--- src/rtl/bsa_pkg.sv ---
`timescale 1ns/1ps
package bsa_pkg;
  typedef enum logic {
    ST_IDLE = 1'b0,
    ST_RUN  = 1'b1
  } bsa_state_t;
endpackage

--- src/rtl/bsa_full_adder.sv ---
`timescale 1ns/1ps
module bsa_full_adder (
  input  logic x,
  input  logic y,
  input  logic ci,
  output logic s,
  output logic co
);
  always_comb begin
    s  = x ^ y ^ ci;
    co = (x & y) | (ci & (x ^ y));
  end
endmodule

--- src/rtl/bsa_shreg.sv ---
`timescale 1ns/1ps
module bsa_shreg #(
  parameter int W = 8
) (
  input  logic         clk,
  input  logic         rst,
  input  logic         ld,
  input  logic [W-1:0] ld_val,
  input  logic         sh,
  input  logic         ser_in,
  output logic [W-1:0] q
);
  always_ff @(posedge clk) begin
    if (rst)      q <= '0;
    else if (ld)  q <= ld_val;
    else if (sh)  q <= {ser_in, q[W-1:1]};
  end
endmodule

--- src/rtl/bsa_ctrl.sv ---
`timescale 1ns/1ps
module bsa_ctrl
  import bsa_pkg::*;
#(
  parameter int W = 8
) (
  input  logic clk,
  input  logic rst,
  input  logic load,
  input  logic start,
  output logic ld_ok,
  output logic go,
  output logic shift_en,
  output logic busy,
  output logic done
);
  localparam int CW = (W > 1) ? $clog2(W) : 1;
  localparam logic [CW-1:0] LAST = CW'(W - 1);

  bsa_state_t st;
  logic [CW-1:0] cnt;

  always_comb begin
    busy     = (st == ST_RUN);
    ld_ok    = load  && !busy;
    go       = start && !busy;
    shift_en = busy;
  end

  always_ff @(posedge clk) begin
    if (rst) begin
      st   <= ST_IDLE;
      cnt  <= '0;
      done <= 1'b0;
    end else begin
      done <= 1'b0;
      case (st)
        ST_IDLE: if (start) begin
          st  <= ST_RUN;
          cnt <= '0;
        end
        ST_RUN: begin
          if (cnt == LAST) begin
            st   <= ST_IDLE;
            done <= 1'b1;
          end
          cnt <= cnt + 1'b1;
        end
        default: st <= ST_IDLE;
      endcase
    end
  end
endmodule

--- src/rtl/bitser_adder.sv ---
`timescale 1ns/1ps
module bitser_adder #(
  parameter int W        = 8,
  parameter bit B_RECIRC = 1'b1
) (
  input  logic         clk,
  input  logic         rst,
  input  logic         load,
  input  logic [W-1:0] op_a,
  input  logic [W-1:0] op_b,
  input  logic         start,
  output logic         busy,
  output logic         done,
  output logic [W-1:0] sum,
  output logic         cout
);
  logic ld_ok, go, shift_en;
  logic [W-1:0] a_q, b_q;
  logic s_bit, c_next, carry_q, b_fill;

  bsa_ctrl #(.W(W)) u_ctrl (
    .clk(clk), .rst(rst), .load(load), .start(start),
    .ld_ok(ld_ok), .go(go), .shift_en(shift_en),
    .busy(busy), .done(done)
  );

  bsa_full_adder u_fa (
    .x(a_q[0]), .y(b_q[0]), .ci(carry_q), .s(s_bit), .co(c_next)
  );

  bsa_shreg #(.W(W)) u_reg_a (
    .clk(clk), .rst(rst), .ld(ld_ok), .ld_val(op_a),
    .sh(shift_en), .ser_in(s_bit), .q(a_q)
  );

  generate
    if (B_RECIRC) begin : g_rot
      assign b_fill = b_q[0];
    end else begin : g_zero
      assign b_fill = 1'b0;
    end
  endgenerate

  bsa_shreg #(.W(W)) u_reg_b (
    .clk(clk), .rst(rst), .ld(ld_ok), .ld_val(op_b),
    .sh(shift_en), .ser_in(b_fill), .q(b_q)
  );

  always_ff @(posedge clk) begin
    if (rst)           carry_q <= 1'b0;
    else if (go)       carry_q <= 1'b0;
    else if (shift_en) carry_q <= c_next;
  end

  assign sum  = a_q;
  assign cout = carry_q;
endmodule

--- config.mk ---
export PLATFORM = sky130hd
export DESIGN_NAME = bitser_adder
export DESIGN_NICKNAME = d
export VERILOG_FILES = /design/src/rtl/bsa_pkg.sv /design/src/rtl/bsa_full_adder.sv /design/src/rtl/bsa_shreg.sv /design/src/rtl/bsa_ctrl.sv /design/src/rtl/bitser_adder.sv
export SDC_FILE = /design/constraint.sdc
export NUM_CORES = 1
export LEC_CHECK = 0
export BUFFER_PORTS_ARGS = -buffer_cell sky130_fd_sc_hd__buf_2
export CORE_MARGIN = 1
export CORE_UTILIZATION = 49
export DETAILED_ROUTE_END_ITERATION = 10
export PLACE_DENSITY_LB_ADDON = 0.15
export SLEW_MARGIN = 20
export SYNTH_ARGS = -nofsm -noshare
export SYNTH_HDL_FRONTEND = slang
export SYNTH_HIERARCHICAL = 1
export SYNTH_SLANG_ARGS = --single-unit
export TNS_END_PERCENT = 5
--- constraint.sdc ---
create_clock -name clk -period 1.3 [get_ports clk]
set_input_delay 0.195 -clock clk [delete_from_list [all_inputs] [get_ports clk]]
set_output_delay 0.195 -clock clk [all_outputs]
set_load 0.02 [all_outputs]
==> results.cfg <==
[min_path]
min_path_type = input port to flop
hold-path-endpoint = u_reg_b/q[1]
worstHoldPathCells = 3
hp-start = op_b[1]

[critical_path]
worst_ep_arrival_time_ns = 1.48
crit_fanout = 3
worst-setup-path-type = flop to flop
worstPathRequired_ns = 1.53
critPathLaunch = u_reg_b/q[0]
reg2regPathDepth = 3
r2r_slack_ns = 0.05
end_kind = flop
rr_endpoint = u_reg_a/q[7]
timing.rr.start = u_reg_b/q[0]
start_kind = flop

[power_and_ir_drop]
pwr-share-seq_pct = 54.6
peakVddDrop_mv = 0.683
p_sw_uw = 376
power_density_mw_per_mm2 = 1120
internal_power_mw = 1.02
p_leak_nw = 0.550
p_total_mw = 1.39
p_comb_share_pct = 18.5
p_clk_share_pct = 27.0
sw_frac_of_total_pct = 27.0

[grt]
grt_pass1_wl_mm = 2.83
antenna_found_initial = 0
grt_pass1_vias = 679
gr-usage-all-layers_pct = 17.8
grt_overflow = 0
grt_max_degree = 23

[route]
wl_per_cell_um = 12.6
final_antenna_net_count = 0
drtPass1Iterations = 3
wl_mm = 1.96
vias = 815
via_per_inst = 5.26
drt_iter0_markers = 8
drc = 0

[timing]
hold_slack_ns = 0.170
fin_crit_ns = 1.25
fmax_mhz = 800
relSlewSlack_pct = 74.0
setup_viol = 0
skew_ns = 0.00157
tightest_slew_ns = 0.390
fin_setup_tns_ns = 0
rsz0062_at_grt = no
timing.final.ws_setup_ns = 0.0502
slew_viol_final = 0
min_period_over_period_pct = 96.1
hold_viol = 0

[synthesis]
synth_area_mm2 = 0.00105
synth_compound_area_share_pct = 13.6
yosys.cell_types.count = 19
synthAdderAreaFrac_pct = 5.48
synth_top_family_by_area = simple AND/OR/NAND/NOR gates
synth_area_per_cell_um2 = 10.7
syn_inst = 98
synth_xor_area_share_pct = 0
ys_warn_count = 6
synth_fp_nets = 122
synth_seq_area_share_pct = 42.0
muxShareOfSynthArea_pct = 16.2
synth-simple-area-share_pct = 17.4
ys_ff_latch = 22

[floorplan]
die_y_um = 48.3
core_area_mm2 = 0.00198
dieWidth_um = 48.3
num_rows = 16
initial_core_util_pct = 53.0
io_pins = 31
dieArea_mm2 = 0.00233

[cts]
cts-hold-fix-buffers = 0
cts-htree-levels = 1
cts_resized = 0
cts_tree = yes
clock_latency_ns = 0.31
cts-root-buf = clkbuf_4
cts_buffers = 3
clk_pin_slew_ns = 0.12
cts.path.max_buffers = 2
cts.sinks = 22
post-cts-setup-buffers = 0

[run_status]
outcome = finished, final reports clean

[cells_and_area]
syn_to_final_growth_pct = 17.9
nets = 153
final_layout_size_suffix_gt1_share_pct = 34.4
fin_util_pct = 62.4
antenna_cells = 0

[job]
maxCapViolCount = 0

[placement]
dpl_worst_slack_ns = 0.0573
place.gp.congestion = 0.687
dp_hpwl_mm = 1.39
io_buffers = 30
-- worst max path at each step --
stage | to | cells past startpoint | slack [ns]
2_1_floorplan | u_reg_a/q[7] | 3 | 0.06
3_3_place_gp | u_reg_a/q[7] | 3 | 0.09
3_5_place_dp | u_reg_a/q[7] | 3 | 0.06
4_1_cts | u_reg_a/q[7] | 3 | 0.04
5_1_grt | u_reg_b/q[2] | 3 | 0.008
6_report | u_reg_a/q[7] | 3 | 0.05
-- area by class of cell --
class | count | area, um^2
multi-input cells | 68 | 553
repair buffers | 32 | 165
clock buffers | 4 | 36.3
flip-flops and latches | 22 | 442
inverters | 2 | 7.51
fillers | 184 | 744
well taps | 27 | 33.8
-- synth_stat cells (all sizes together) --
cell type  instances  area share (%)
a211oi            17              12
a21oi              3             1.4
and2b              2             1.7
and3b              1            0.95
buf                6             4.6
dfxtp             22              42
fa                 1             1.9
ha                 3             3.6
inv                2            0.72
mux2i             17              16
nand2              2            0.72
nor2               1            0.36
nor2b             16             9.5
nor3               1            0.95
or2b               1            0.72
or3b               3             2.5
-- power by group through the flow --
stage	Combinational, mW	Clock, mW	Sequential, mW
finish	0.257	0.375	0.759
global route	0.281	0.425	0.766
CTS	0.258	0.388	0.760
detailed placement	0.257	0	0.775
global placement	0.251	0	0.772
floorplan	0.156	0	0.799
-- cell usage in the layout (no fill, tap or decap), drive strengths merged --
| cell | Yosys | layout |
|---|---|---|
| mux2i | 17 | 17 |
| fa | 1 | 1 |
| nor2b | 16 | 16 |
| and3b | 1 | 1 |
| inv | 2 | 2 |
| dfxtp | 22 | 22 |
| nor2 | 1 | 1 |
| clkbuf | 0 | 4 |
| a21oi | 3 | 3 |
| or3b | 3 | 3 |
| nor3 | 1 | 1 |
| nand2 | 2 | 2 |
| a211oi | 17 | 17 |
| or2b | 1 | 1 |
| and2b | 2 | 2 |
| ha | 3 | 3 |
| buf | 6 | 32 |
-- cells by family (layout without fill, tap and decap cells) --
group,count (synthesis),after routing
AOI/OAI and AO/OA,20,20
adders and majority gates,4,4
buffers and inverters,8,38
DFF,22,22
muxes,17,17
and+or+nand+nor,27,27
-- metrics by stage --
stage               area, um^2  std cells
finish                    1240        155
floorplan                 1050         98
global route              1240        155
CTS                       1240        155
detailed placement        1200        151
global placement          1200        151
-- routing by layer --
layer  wire length [um]  share of wire [%]  vias to the layer above  GRT usage, %
met5                  0                  0                        -             0
met4                 27                1.4                        0          8.33
met3                 74                3.8                        4          3.33
met2                936                 48                       19          31.5
met1                918                 47                      382          20.5
li1                   -                  -                      410             -
-- critical path, stage by stage, from the launching register on --
cell,delay [ns]
dfxtp_1,0.36
fa_1,0.54
mux2i_1,0.07
a211oi_1,0.22
-- state kept, by name, summed over array words and instances, names as in the netlist --
| signal | cells |
|---|---|
| cout | 1 |
| u_reg_b/q | 8 |
| u_reg_a/q | 8 |
| u_ctrl/done | 1 |
| u_ctrl/busy | 1 |
| u_ctrl/cnt | 3 |
No activity file was read; power rests on OpenSTA's default activity.
